[src/rtl/hpt_pkg.sv]
package hpt_pkg;
  localparam int WORD_W   = 32;
  localparam int VSID_W   = 24;
  localparam int PIDX_W   = 16;
  localparam int API_W    = 6;
  localparam int PAGE_W   = 20;

  // segment word fields
  localparam int SEG_KS   = 31;
  localparam int SEG_KU   = 30;
  localparam int SEG_NX   = 28;

  // entry first word
  localparam int W0_VALID = 31;
  localparam int W0_SEL   = 6;

  // entry second word
  localparam int W1_REF   = 8;
  localparam int W1_CHG   = 7;

  localparam logic [1:0] ACC_LOAD  = 2'd0;
  localparam logic [1:0] ACC_STORE = 2'd1;
  localparam logic [1:0] ACC_FETCH = 2'd2;

  localparam logic [1:0] RSP_GRANT = 2'd0;
  localparam logic [1:0] RSP_MISS  = 2'd1;
  localparam logic [1:0] RSP_PROT  = 2'd2;

  typedef struct packed {
    logic rd;
    logic wr;
    logic ex;
  } rights_t;
endpackage

[src/rtl/hpt_hash.sv]
module hpt_hash
  import hpt_pkg::*;
#(
  parameter int ADDR_W      = 32,
  parameter int GROUP_SHIFT = 6
) (
  input  logic [VSID_W-1:0] vsid_i,
  input  logic [PIDX_W-1:0] pidx_i,
  input  logic [ADDR_W-1:0] base_i,
  input  logic [ADDR_W-1:0] mask_i,
  input  logic              phase_i,
  output logic [ADDR_W-1:0] group_o
);
  logic [ADDR_W-1:0] hash_pri, hash_sel, offset;

  always_comb begin
    hash_pri = ADDR_W'(vsid_i) ^ ADDR_W'(pidx_i);
    hash_sel = phase_i ? ~hash_pri : hash_pri;
    offset   = (hash_sel << GROUP_SHIFT) & mask_i;
    group_o  = base_i + offset;
  end
endmodule

[src/rtl/hpt_match.sv]
module hpt_match
  import hpt_pkg::*;
(
  input  logic [WORD_W-1:0] w0_i,
  input  logic [VSID_W-1:0] vsid_i,
  input  logic [API_W-1:0]  api_i,
  input  logic              phase_i,
  output logic              hit_o
);
  logic vsid_eq, api_eq;

  assign vsid_eq = (w0_i[W0_VALID-1 -: VSID_W] == vsid_i);
  assign api_eq  = (w0_i[API_W-1:0] == api_i);
  assign hit_o   = w0_i[W0_VALID] && (w0_i[W0_SEL] == phase_i) && vsid_eq && api_eq;
endmodule

[src/rtl/hpt_perm.sv]
module hpt_perm
  import hpt_pkg::*;
(
  input  logic              user_i,
  input  logic              key_sup_i,
  input  logic              key_usr_i,
  input  logic              nx_i,
  input  logic [1:0]        acc_i,
  input  logic [WORD_W-1:0] w1_i,
  output rights_t           rights_o,
  output logic              ok_o,
  output logic [WORD_W-1:0] w1_new_o,
  output logic              wb_o
);
  logic    key;
  logic [1:0] pp;
  rights_t raw;
  logic    chg_new;

  assign key = user_i ? key_usr_i : key_sup_i;
  assign pp  = w1_i[1:0];

  always_comb begin
    raw.ex = ~nx_i;
    if (!key) begin
      raw.rd = 1'b1;
      raw.wr = (pp != 2'd3);
    end else begin
      raw.rd = (pp != 2'd0);
      raw.wr = (pp == 2'd2);
    end
  end

  always_comb begin
    unique case (acc_i)
      ACC_STORE: ok_o = raw.wr;
      ACC_FETCH: ok_o = raw.ex;
      default:   ok_o = raw.rd;
    endcase
  end

  always_comb begin
    chg_new          = w1_i[W1_CHG] | ((acc_i == ACC_STORE) & ok_o);
    w1_new_o         = w1_i;
    w1_new_o[W1_REF] = 1'b1;
    w1_new_o[W1_CHG] = chg_new;
    wb_o             = ~w1_i[W1_REF] | (chg_new & ~w1_i[W1_CHG]);
    rights_o         = raw;
    rights_o.wr      = raw.wr & chg_new;  // first store must fault in
  end
endmodule

[src/rtl/hpt_walker.sv]
module hpt_walker
  import hpt_pkg::*;
#(
  parameter int ADDR_W        = 32,
  parameter int GROUP_ENTRIES = 8,
  parameter int ENTRY_BYTES   = 8
) (
  input  logic              clk_i,
  input  logic              rst_ni,
  input  logic              req_valid_i,
  output logic              req_ready_o,
  input  logic [31:0]       req_ea_i,
  input  logic [1:0]        req_acc_i,
  input  logic              req_user_i,
  input  logic [31:0]       req_seg_i,
  input  logic [31:0]       req_base_i,
  input  logic [31:0]       req_mask_i,
  output logic              mem_en_o,
  output logic              mem_we_o,
  output logic [31:0]       mem_addr_o,
  output logic [31:0]       mem_wdata_o,
  input  logic [31:0]       mem_rdata_i,
  output logic              rsp_valid_o,
  output logic [1:0]        rsp_status_o,
  output logic [19:0]       rsp_page_o,
  output logic [2:0]        rsp_perm_o
);
  localparam int IDX_W       = (GROUP_ENTRIES > 1) ? $clog2(GROUP_ENTRIES) : 1;
  localparam int GROUP_SHIFT = $clog2(GROUP_ENTRIES * ENTRY_BYTES);
  localparam int ESHIFT      = $clog2(ENTRY_BYTES);
  localparam logic [IDX_W-1:0] LAST_IDX = IDX_W'(GROUP_ENTRIES - 1);
  localparam logic [ADDR_W-1:0] W1_OFS  = ADDR_W'(WORD_W / 8);

  typedef enum logic [2:0] {S_IDLE, S_RD0, S_RD1, S_EVAL, S_WB, S_RESP} state_e;

  state_e             state_q;
  logic [VSID_W-1:0]  vsid_q;
  logic [PIDX_W-1:0]  pidx_q;
  logic               user_q, ks_q, ku_q, nx_q;
  logic [1:0]         acc_q;
  logic [ADDR_W-1:0]  base_q, mask_q;
  logic               phase_q;
  logic [IDX_W-1:0]   idx_q;
  logic [WORD_W-1:0]  w0_q;
  logic [WORD_W-1:0]  wdata_q;
  logic [1:0]         status_q;
  logic [PAGE_W-1:0]  page_q;
  logic [2:0]         perm_q;

  logic [ADDR_W-1:0]  group_addr, entry_addr;
  logic               hit, ok, wb;
  rights_t            rights;
  logic [WORD_W-1:0]  w1_new;

  logic unused_req_bits;
  assign unused_req_bits = ^{req_ea_i[31:28], req_ea_i[11:0], req_seg_i[29], req_seg_i[27:24]};

  hpt_hash #(.ADDR_W(ADDR_W), .GROUP_SHIFT(GROUP_SHIFT)) u_hash (
    .vsid_i (vsid_q),
    .pidx_i (pidx_q),
    .base_i (base_q),
    .mask_i (mask_q),
    .phase_i(phase_q),
    .group_o(group_addr)
  );

  assign entry_addr = group_addr + (ADDR_W'(idx_q) << ESHIFT);

  hpt_match u_match (
    .w0_i   (w0_q),
    .vsid_i (vsid_q),
    .api_i  (pidx_q[PIDX_W-1 -: API_W]),
    .phase_i(phase_q),
    .hit_o  (hit)
  );

  hpt_perm u_perm (
    .user_i   (user_q),
    .key_sup_i(ks_q),
    .key_usr_i(ku_q),
    .nx_i     (nx_q),
    .acc_i    (acc_q),
    .w1_i     (mem_rdata_i),
    .rights_o (rights),
    .ok_o     (ok),
    .w1_new_o (w1_new),
    .wb_o     (wb)
  );

  always_ff @(posedge clk_i or negedge rst_ni) begin
    if (!rst_ni) begin
      state_q  <= S_IDLE;
      vsid_q   <= '0;
      pidx_q   <= '0;
      user_q   <= 1'b0;
      ks_q     <= 1'b0;
      ku_q     <= 1'b0;
      nx_q     <= 1'b0;
      acc_q    <= ACC_LOAD;
      base_q   <= '0;
      mask_q   <= '0;
      phase_q  <= 1'b0;
      idx_q    <= '0;
      w0_q     <= '0;
      wdata_q  <= '0;
      status_q <= RSP_MISS;
      page_q   <= '0;
      perm_q   <= '0;
    end else begin
      unique case (state_q)
        S_IDLE: if (req_valid_i) begin
          vsid_q  <= req_seg_i[VSID_W-1:0];
          pidx_q  <= req_ea_i[27:12];
          user_q  <= req_user_i;
          ks_q    <= req_seg_i[SEG_KS];
          ku_q    <= req_seg_i[SEG_KU];
          nx_q    <= req_seg_i[SEG_NX];
          acc_q   <= req_acc_i;
          base_q  <= ADDR_W'(req_base_i);
          mask_q  <= ADDR_W'(req_mask_i);
          phase_q <= 1'b0;
          idx_q   <= '0;
          state_q <= S_RD0;
        end
        S_RD0: state_q <= S_RD1;
        S_RD1: begin
          w0_q    <= mem_rdata_i;
          state_q <= S_EVAL;
        end
        S_EVAL: begin
          if (hit) begin
            status_q <= ok ? RSP_GRANT : RSP_PROT;
            page_q   <= mem_rdata_i[WORD_W-1 -: PAGE_W];
            perm_q   <= rights;
            wdata_q  <= w1_new;
            state_q  <= wb ? S_WB : S_RESP;
          end else if (idx_q == LAST_IDX) begin
            if (!phase_q) begin
              phase_q <= 1'b1;
              idx_q   <= '0;
              state_q <= S_RD0;
            end else begin
              status_q <= RSP_MISS;
              page_q   <= '0;
              perm_q   <= '0;
              state_q  <= S_RESP;
            end
          end else begin
            idx_q   <= idx_q + 1'b1;
            state_q <= S_RD0;
          end
        end
        S_WB:   state_q <= S_RESP;
        S_RESP: state_q <= S_IDLE;
        default: state_q <= S_IDLE;
      endcase
    end
  end

  always_comb begin
    mem_en_o    = 1'b0;
    mem_we_o    = 1'b0;
    mem_addr_o  = '0;
    mem_wdata_o = '0;
    unique case (state_q)
      S_RD0: begin
        mem_en_o   = 1'b1;
        mem_addr_o = 32'(entry_addr);
      end
      S_RD1: begin
        mem_en_o   = 1'b1;
        mem_addr_o = 32'(entry_addr + W1_OFS);
      end
      S_WB: begin
        mem_en_o    = 1'b1;
        mem_we_o    = 1'b1;
        mem_addr_o  = 32'(entry_addr + W1_OFS);
        mem_wdata_o = wdata_q;
      end
      default: ;
    endcase
  end

  assign req_ready_o  = (state_q == S_IDLE);
  assign rsp_valid_o  = (state_q == S_RESP);
  assign rsp_status_o = status_q;
  assign rsp_page_o   = page_q;
  assign rsp_perm_o   = perm_q;
endmodule

[config.mk]
export PLATFORM = sky130hd
export DESIGN_NAME = hpt_walker
export DESIGN_NICKNAME = d
export VERILOG_FILES = /design/src/rtl/hpt_pkg.sv /design/src/rtl/hpt_hash.sv /design/src/rtl/hpt_match.sv /design/src/rtl/hpt_perm.sv /design/src/rtl/hpt_walker.sv
export SDC_FILE = /design/constraint.sdc
export NUM_CORES = 1
export LEC_CHECK = 0
export ABC_AREA = 1
export CAP_MARGIN = 0
export CORE_ASPECT_RATIO = 2
export CORE_MARGIN = 2
export CORE_UTILIZATION = 50
export CTS_CLUSTER_SIZE = 24
export DETAILED_ROUTE_END_ITERATION = 6
export GPL_TIMING_DRIVEN = 0
export PLACE_DENSITY = 0.78
export REMOVE_ABC_BUFFERS = 1
export SETUP_SLACK_MARGIN = 0.2
export SYNTH_ARGS = -nofsm -noshare
export SYNTH_HDL_FRONTEND = slang
export SYNTH_SLANG_ARGS = --single-unit
[constraint.sdc]
create_clock -name clk_i -period 4.71 [get_ports clk_i]
set_clock_uncertainty 0.05 [all_clocks]
set_input_delay 0.7065 -clock clk_i [delete_from_list [all_inputs] [get_ports clk_i]]
set_output_delay 0.7065 -clock clk_i [all_outputs]
set_load 0.02 [all_outputs]
Word level (Yosys, flattened, before mapping)
Cells that the tools add are included.
{ "word_totals": {"regBits": 206, "out_inout_bits": 93, "input_bits": 166, "elab_cells": 97} }
{ "op_classes": {"reduce_logical": 15, "mux": 33, "addsub": 4, "n_eq_ne": 17, "bitwise": 11} }
{ "op_table": {"columns": ["cell", "count"], "rows": [
  ["$pmux 32 s2", 1],
  ["$mux 20", 3],
  ["$mux 3", 11],
  ["$add 32x3->32 const B", 1],
  ["$add 32x32->32", 1],
  ["$add 32x6->32", 1],
  ["$and 32x32->32", 1],
  ["$mux 32", 1],
  ["$mux 26", 1],
  ["$not 26->26", 1],
  ["$eq 24x24->1", 1],
  ["$xor 24x16->24", 1],
  ["$pmux 3 s5", 1],
  ["$mux 2", 5],
  ["$eq 3x3->1 const B", 3],
  ["$ne 2x2->1 const B", 4],
  ["$reduce_and 4->1", 2],
  ["$reduce_bool 2->1", 4],
  ["$mux 1", 7],
  ["$eq 3x2->1 const B", 2],
  ["$eq 6x6->1", 1],
  ["$pmux 3 s2", 1],
  ["$eq 2x2->1 const B", 2],
  ["$pmux 1 s2", 2],
  ["other kinds (14)", 22]
]} }

Depth between registers and ports, before layout
Gate-level depths: netlist of run 1.
{ "logic_depth": {"depth_word": 10, "depth_mapped": 23, "ltp_nobuf": 22} }

Modules after synthesis
A second synthesis of run 1 with hierarchy kept.
{ "hier_totals": {"hier_cells": 2040, "hier_area_um2": 13518.0} }
{ "modules_own_cells": {"columns": ["mod", "area_each_um2", "cells_per_inst", "n_inst", "seq_area_each_um2"], "rows": [
  ["hpt_walker", 10116.0, 1358, 1, 5156.2],
  ["hpt_hash", 2371.0, 455, 1, 0.0],
  ["hpt_match", 639.4, 168, 1, 0.0],
  ["hpt_perm", 391.6, 59, 1, 0.0]
]} }

Worst setup path after synthesis of run 1
Ideal clock, no wire load.
{ "synth_path": {"path_kind": "register to output", "start": "register phase_q", "end": "output port mem_addr_o[14]", "n_path_buf": 2, "t_required_ns": 3.953, "slack_ns": 0.945, "stages_incl_launch_ff": 17, "arrival_time_ns": 3.008, "cell_sequence": "dfrtp_1 buf_4 buf_1 xor2_1 nor2_1 ha_1 nand2_2 inv_2 a21oi_2 nand2_2 nand2_1 nand2_1 nor2_4 nand3_1 nor2_2 a21oi_1 a311oi_1"} }
{ "synth_between": {"elab_chain_len": 6} }
{ "synth_rtl": {"columns": ["element", "line", "source"], "rows": [
  ["start: declaration", "hpt_walker.sv:42", "logic phase_q;"],
  ["start signal: assignment", "hpt_walker.sv:102", "phase_q <= 1'b0;"],
  ["start signal: assignment", "hpt_walker.sv:121", "phase_q <= 1'b0;"],
  ["start signal: assignment", "hpt_walker.sv:139", "phase_q <= 1'b1;"],
  ["$mux 26 *", "hpt_hash.sv:18", "hash_sel = phase_i ? ~hash_pri : hash_pri;"],
  ["$and 32x32->32 *", "hpt_hash.sv:19", "offset = (hash_sel << GROUP_SHIFT) & mask_i;"],
  ["$add 32x32->32 *", "hpt_hash.sv:20", "group_o = base_i + offset;"],
  ["$add 32x6->32 *", "hpt_walker.sv:67", "assign entry_addr = group_addr + (ADDR_W'(idx_q) << ESHIFT);"],
  ["$add 32x3->32", "hpt_walker.sv:172, hpt_walker.sv:177", null],
  ["$pmux 32 s2 *", "hpt_walker.sv:165", "unique case (state_q)"],
  ["end: declaration", "hpt_walker.sv:20", "output logic [31:0] mem_addr_o,"]
]} }
Every way passes the cells marked *; elsewhere a longest branch is shown, timed or not.

Final worst setup path of run 1
{ "layout_path": {"start": "register phase_q", "end": "output port mem_addr_o[24]"} }
Same word-level chain as after synthesis.

==> results of run 1 <==
## report_power, final
group          internal (mW)  switching (mW)
registers               2.29           0.431
clock network          0.703           0.702
logic                   2.63            4.52
## how the worst min path moves through the flow
stage	startpoint	cells past startpoint	endpoint	slack (ps)
detailed placement	wdata_q[8]$_DFFE_PN0P_	2	wdata_q[8]$_DFFE_PN0P_	400
global route	rst_ni	1	ku_q$_DFFE_PN0P_	360
finish	rst_ni	1	ku_q$_DFFE_PN0P_	230
CTS	rst_ni	1	base_q[1]$_DFFE_PN0P_	340
floorplan	rst_ni	0	acc_q[0]$_DFFE_PN0P_	360
global placement	wdata_q[8]$_DFFE_PN0P_	2	wdata_q[8]$_DFFE_PN0P_	390
## Yosys cell counts, types with 5 or more instances
master and instances:
or2_2 11, nand3_1 81, a21oi_1 34, inv_2 19, nand4_1 24, xor2_1 21
nor3_1 9, ha_1 33, dfrtp_1 199, nor2_2 8, nor2_4 11, o21ai_0 115
inv_1 227, o22ai_1 8, nand3_2 12, nor2_1 129, nand2_2 19, clkbuf_1 39
xnor2_1 23, o21ai_1 10, buf_2 5, nand2_1 712
## layer usage
metal  share of wire  GRT usage  up-vias
li1                -          -     6063
met4           0.072      0.203        0
met3           0.028     0.0366      134
met1            0.35      0.301     5657
met2            0.55      0.559      334
met5               0          0        -
## worst max-delay path, cell delays in order, from the launching register on
cell and delay [ps]:
dfrtp_4 540, buf_4 190, xor2_2 170, nor2_2 160, ha_4 230, nand2_1 80, nand2_2 90, a21oi_4 190
nand2_2 100, nand2_1 70, nand2_1 90, nor2_4 180, nand3_2 130, nor2_4 190, nand3_4 120, nor2_4 150
buf_4 130, nand2_1 40, nand2_1 50, nand3_1 70, o21ai_1 90, buf_4 160
## cell families (layout without fill, tap and decap cells)
family / count (synthesis) / in the layout / share of synthesized area
AND/OR/NAND/NOR: 1039 / 1039 / 0.358
flip-flops: 200 / 200 / 0.405
XOR/XNOR: 44 / 44 / 0.0312
AO/OA/AOI/OAI: 182 / 182 / 0.0788
other: 0 / 4 / 0
buffers and inverters: 297 / 554 / 0.0919
adder cells (fa/ha/maj): 34 / 34 / 0.0350
## state kept, by name, summed over array words and instances, names as in the netlist
name          count
acc_q             2
base_q           32
idx_q             3
ks_q              1
ku_q              1
mask_q           26
nx_q              1
phase_q           1
pidx_q           16
rsp_page_o       20
rsp_perm_o        3
rsp_status_o      2
state_q           3
user_q            1
vsid_q           24
w0_q             32
wdata_q          32
## repair_timing
| item | CTS | global route |
|---|---|---|
| endpoints found under the setup margin | 30 | 26 |
| pin swaps | 15 | 35 |
| setup buffers | 19 | 16 |
| gates cloned | 1 | 0 |
| resized for setup | 70 | 115 |
## area by class of cell
cell class / instances / area, sq um / area share
repair buffers: 272 / 2670 / 0.163
inverters: 249 / 943 / 0.0576
clock inverters: 14 / 135 / 0.00825
well taps: 332 / 415 / 0.0254
diodes: 4 / 10.0 / 0.000611
flip-flops and latches: 200 / 5010 / 0.306
multi-input cells: 1299 / 6760 / 0.413
repair inverters: 1 / 5.00 / 0.000306
clock buffers: 18 / 429 / 0.0262
## cell usage in the layout, fill, tap and decap left out, types with 5 or more instances in the layout
cell	count
nand2_1	685
inv_1	221
clkdlybuf4s50_1	210
dfrtp_1	197
o21ai_0	115
nor2_1	105
nand3_1	74
nand2_2	41
buf_4	37
a21oi_1	28
nand4_1	24
inv_2	23
nor2_4	23
xnor2_1	20
nor2_2	20
xor2_1	18
clkbuf_16	17
ha_1	16
nand3_2	15
or2_2	11
ha_4	11
o21ai_1	10
nor3_1	8
o22ai_1	8
nand2_4	7
inv_6	7
a21oi_2	6
ha_2	6
buf_2	5
## per-stage QoR
| stage | worst slack [ps] | area (sq um) | total power, mW | hold slack (ps) | util |
|---|---|---|---|---|---|
| after floorplan | 209 | 12200 | 7.05 | 361 | - |
| after global placement | -5340 | 14900 | 8.90 | 388 | 0.610 |
| after detailed placement | -459 | 15000 | 9.04 | 396 | 0.616 |
| after CTS | 85.9 | 15900 | 10.6 | 337 | 0.649 |
| after global routing | 94.6 | 16400 | 12.3 | 358 | 0.670 |
| final | 306 | 16400 | 11.3 | 232 | 0.670 |
==> run metrics, run 1 <==
status=complete, no violations; initial antenna violation count=4; Cell Pwr Density=689 nW/um^2; Post-DP HPWL=a little under 30 mm; Yosys reg bits=200; CP Launch Type=flop; Netlist cell types=48; WL final=38.1 mm; Placement Rows=81; dominant cell type by area after synthesis=dfrtp_1; relative slew slack=0.364; # nets final=around 2200; CTS tree=done; DIE AREA=~26000 sq um; via count=12200; setup TNS=0 ps; final hold violation count=0; largest net degree at the start of global routing=between 100 and 150; Mapped Cells=roughly 1800; hold_buf cts=0; crit path time final=4400 ps; placed insts=approximately 2300; top cell type's share of synthesized area=0.403; fraction of layout cells with a size suffix above 1=0.132; CTS Sinks=200; Reg2Reg Depth=13; Clock Path Buffers=2; Core Region=between 20000 and 25000 sq um; vias per inst=5.10; Initial Utilization=0.506; GPL Wtd Cong=a little over 0.9; Hold WC Path Type=input port to async pin; H-tree depth=4; gr usage total=0.300; Seq/Total Area, Yosys=0.405; worst skew pair latency=440 ps; Max VDD drop=approximately 320 uV; synthesized cell area=12400 sq um; synthesized area per cell=around 7 sq um; 1st-pass router iterations=7; first-pass GRT wire length=approximately 60 mm; RSZ-0062 raised after global routing=yes; Antenna Nets Post-Route=0; # setup viols final=0; Crit path required time=slightly below 4000 ps; post-detailed-route wirelength per cell=~16 um; Yosys Warn Count=0; die width=around 120 um; post-route insts no fill=between 2000 and 2500; Iter 0 DRT Violations=640; Final Cycle Share=0.935; beginning of the worst register-to-register path=vsid_q[22]$_DFFE_PN0P_; Ports=between 200 and 300; R2R Path End=rsp_page_o[6]$_DFFE_PN0P_; P_leak=8.26 nW; fillcell total=2183; Clock Pin Slew Worst Setup and Hold Paths=~80 ps; Die H=226 um; Critical Path AT=approximately 3700 ps; CTS Buf Count=17; Remaining DRCs=0; CP max FO=8; class of the most critical setup path=flop to output port; crit path launch=phase_q$_DFFE_PN0P_; Reg2Reg Setup Slack=roughly 1200 ps; Top FF cell, synth=dfrtp_1; final slew viol count=0; CP Capture Point=mem_addr_o[24]; fmax=roughly 0.23 GHz; top cells by area, synth=dfrtp_1 40%, nand2_1 22%, inv_1 6.9%; root buffer cell=clkbuf_16; EDFF count, synth=0; Port Buffer Count=about 230; vias in the first global route=12300; area grow syn2layout=32.4%; FFs w/ async S/R, synth=1.00; max cap viols=0; Setup crit end kind=output port; total gr overflow=0; Slew @ Worst Pin=approximately 950 ps
(Power assumes the default switching activity.)
==> run 2, diff against run 1 <==
Settings changed: GPL_TIMING_DRIVEN 0 to default.
==> run metrics, run 2 (synthesized netlist as in run 1, its figures left out) <==
CTS Buf Count=17 (unchanged); Iter 0 DRT Violations=499 (-22%); DIE AREA=26100 sq um (unchanged); die width=115 um (unchanged); gr usage total=0.296 (-0.00325); Clock Path Buffers=2 (unchanged); root buffer cell=clkbuf_16; Slew @ Worst Pin=972 ps (+17.5 ps); Initial Utilization=0.506 (unchanged); Final Cycle Share=0.930 (-0.00534); post-detailed-route wirelength per cell=15.8 um (-0.89%); GPL Wtd Cong=0.990 (+6.4%); total gr overflow=0 (unchanged); P_leak=8.23 nW (-0.33%); final slew viol count=0 (unchanged); critical path depth in cells=19 (-9.5%); Reg2Reg Setup Slack=1650 ps (+480 ps); setup TNS=0 ps (unchanged); Reg2Reg Depth=14 (+1); beginning of the worst register-to-register path=vsid_q[22]$_DFFE_PN0P_; # nets final=2240 (unchanged); WL final=37.8 mm (-1.0%); Setup crit end kind=output port; Antenna Nets Post-Route=0 (unchanged); crit-path most repeated cell=nand2_2; vias in the first global route=12400 (+0.42%); max cap viols=0 (unchanged); relative slew slack=0.351 (-0.0132); Post-DP Area=15100 sq um (+0.18%); Critical Path AT=3620 ps (-30 ps); vias per inst=5.08 (-0.40%); Critical Path, Cell by Cell=buf_6 > xor2_1 > nor2_1 > ha_1 > nand2_2 > nor2_4 > nand3_1 > nand3_2 > nand2_1 > nand2_2 > nand2_2 > nor2_4 > nand4_1 > nor2_2 > buf_4 > nand3_1 > nand2_1 > nor2_1 > clkdlybuf4s15_2; first-pass GRT wire length=59.3 mm (-1.6%); Max VDD drop=288 uV (-11%); fillcell total=2162 (-0.96%); Ports=259 (unchanged); crit path launch=phase_q$_DFFE_PN0P_; CP Launch Type=flop; Port Buffer Count=231 (unchanged); post-route cell area=16200 sq um (-1.2%); H-tree depth=4 (unchanged); Crit path max-delay family=simple AND/OR/NAND/NOR gates; hold_buf cts=0 (unchanged); Die H=226 um (unchanged); largest net degree at the start of global routing=107 (-12%); worst skew pair latency=450 ps (about the same); CP max FO=8 (unchanged); status=complete, no violations; initial antenna violation count=1 (-3); Largest regs=base_q: 32 flops, w0_q: 32 flops, wdata_q: 32 flops; Critical-path top delay cell=dfrtp_2; Placement Rows=81 (unchanged); fraction of layout cells with a size suffix above 1=0.117 (-0.0156); via count=12100 (-0.53%); WP buf/inv=3 (unchanged); Core Region=24400 sq um (unchanged); CP Capture Point=mem_addr_o[22]; largest stage delay on the critical path=460 ps (-80 ps); Cell Pwr Density=682 nW/um^2 (-0.93%); final hold violation count=0 (unchanged); # setup viols final=0 (unchanged); most common cell after layout, fill and taps aside=nand2_1; area grow syn2layout=30.9%; CTS Sinks=200 (unchanged); Crit path required time=3950 ps (about the same); CTS tree=done; Post-DP HPWL=29.8 mm (+0.60%); crit path time final=4380 ps (-25.1 ps); commonest cells after routing, fill and taps aside=699 x nand2_1, 224 x inv_1, 210 x clkdlybuf4s50_1; Remaining DRCs=0 (unchanged); RSZ-0062 raised after global routing=yes; Clock Pin Slew Worst Setup and Hold Paths=80 ps (about the same); class of the most critical setup path=flop to output port; fmax=0.228 GHz (+0.57%); Hold WC Path Type=input port to async pin; 1st-pass router iterations=5 (-2); R2R Path End=rsp_page_o[11]$_DFFE_PN0P_; Power Total=11.0 mW (-2.1%)
## run 2: worst min-delay path by stage
stage                                       from  depth (start not counted)  slack [ps]                endpoint
after floorplan                           rst_ni                          0         360    acc_q[0]$_DFFE_PN0P_
after global placement    wdata_q[8]$_DFFE_PN0P_                          2         390  wdata_q[8]$_DFFE_PN0P_
after detailed placement  wdata_q[8]$_DFFE_PN0P_                          2         390  wdata_q[8]$_DFFE_PN0P_
after CTS                                 rst_ni                          1         330   mask_q[7]$_DFFE_PN0P_
after global routing                      rst_ni                          1         360   mask_q[7]$_DFFE_PN0P_
final                                     rst_ni                          1         300   pidx_q[0]$_DFFE_PN0P_
## run 2: per-layer routing
metal | vias to the layer above | GRT usage | wire [um]
li1 | 6052 | - | -
met1 | 5618 | 0.288 | 13000
met2 | 325 | 0.562 | 20800
met3 | 129 | 0.0326 | 1120
met4 | 0 | 0.211 | 2830
met5 | - | 0 | 0
## run 2: cell type report
cell class / count / area (sq um) / area share
sequential: 200 / 5010 / 0.310
multi-input combinational: 1299 / 6600 / 0.408
inverter: 249 / 937 / 0.0579
clock buffer: 20 / 437 / 0.0270
timing repair buffer: 273 / 2610 / 0.162
clock inverter: 12 / 166 / 0.0103
tap: 332 / 415 / 0.0257
antenna: 1 / 2.50 / 0.000155
## run 2: worst reg2reg max path: stages (launching register included)
cell and delay, ps:
dfrtp_1 410, inv_1 120, or2_2 190, nand2_1 60
nor2_1 280, nand4_1 180, nor4_1 520, nand2_1 140
nor2_2 110, buf_4 260, inv_2 120, nand2_1 90
inv_2 210, nand2_1 150, nand2_1 60
## run 2: where the power goes
| part | total, mW | internal [mW] | switching, mW | leakage [nW] |
|---|---|---|---|---|
| logic | 6.81 | 2.47 | 4.34 | 5.67 |
| registers | 2.73 | 2.30 | 0.431 | 2.28 |
| clock network | 1.50 | 0.845 | 0.652 | 0.280 |
| total | 11.0 | 5.61 | 5.43 | 8.23 |
## run 2: per-stage QoR
step	setup WS, ps	hold WS (ps)	cells	util
after floorplan	209	361	1748	-
after global routing	99.3	356	2386	0.662
final	331	297	2386	0.662
after global placement	300	387	2332	0.617
after CTS	169	327	2372	0.647
after detailed placement	265	395	2332	0.617
## run 2: repair_timing
item,in CTS,in global routing
pin swaps,16,22
setup buffers,8,13
resized for setup,41,80
endpoints found under the setup margin,19,19
==> run 3, diff against run 2 <==
Settings changed: SLEW_MARGIN from default to 20.
==> results of run 3 <==
Final layout, timing and power as in run 2 (identical DEF).
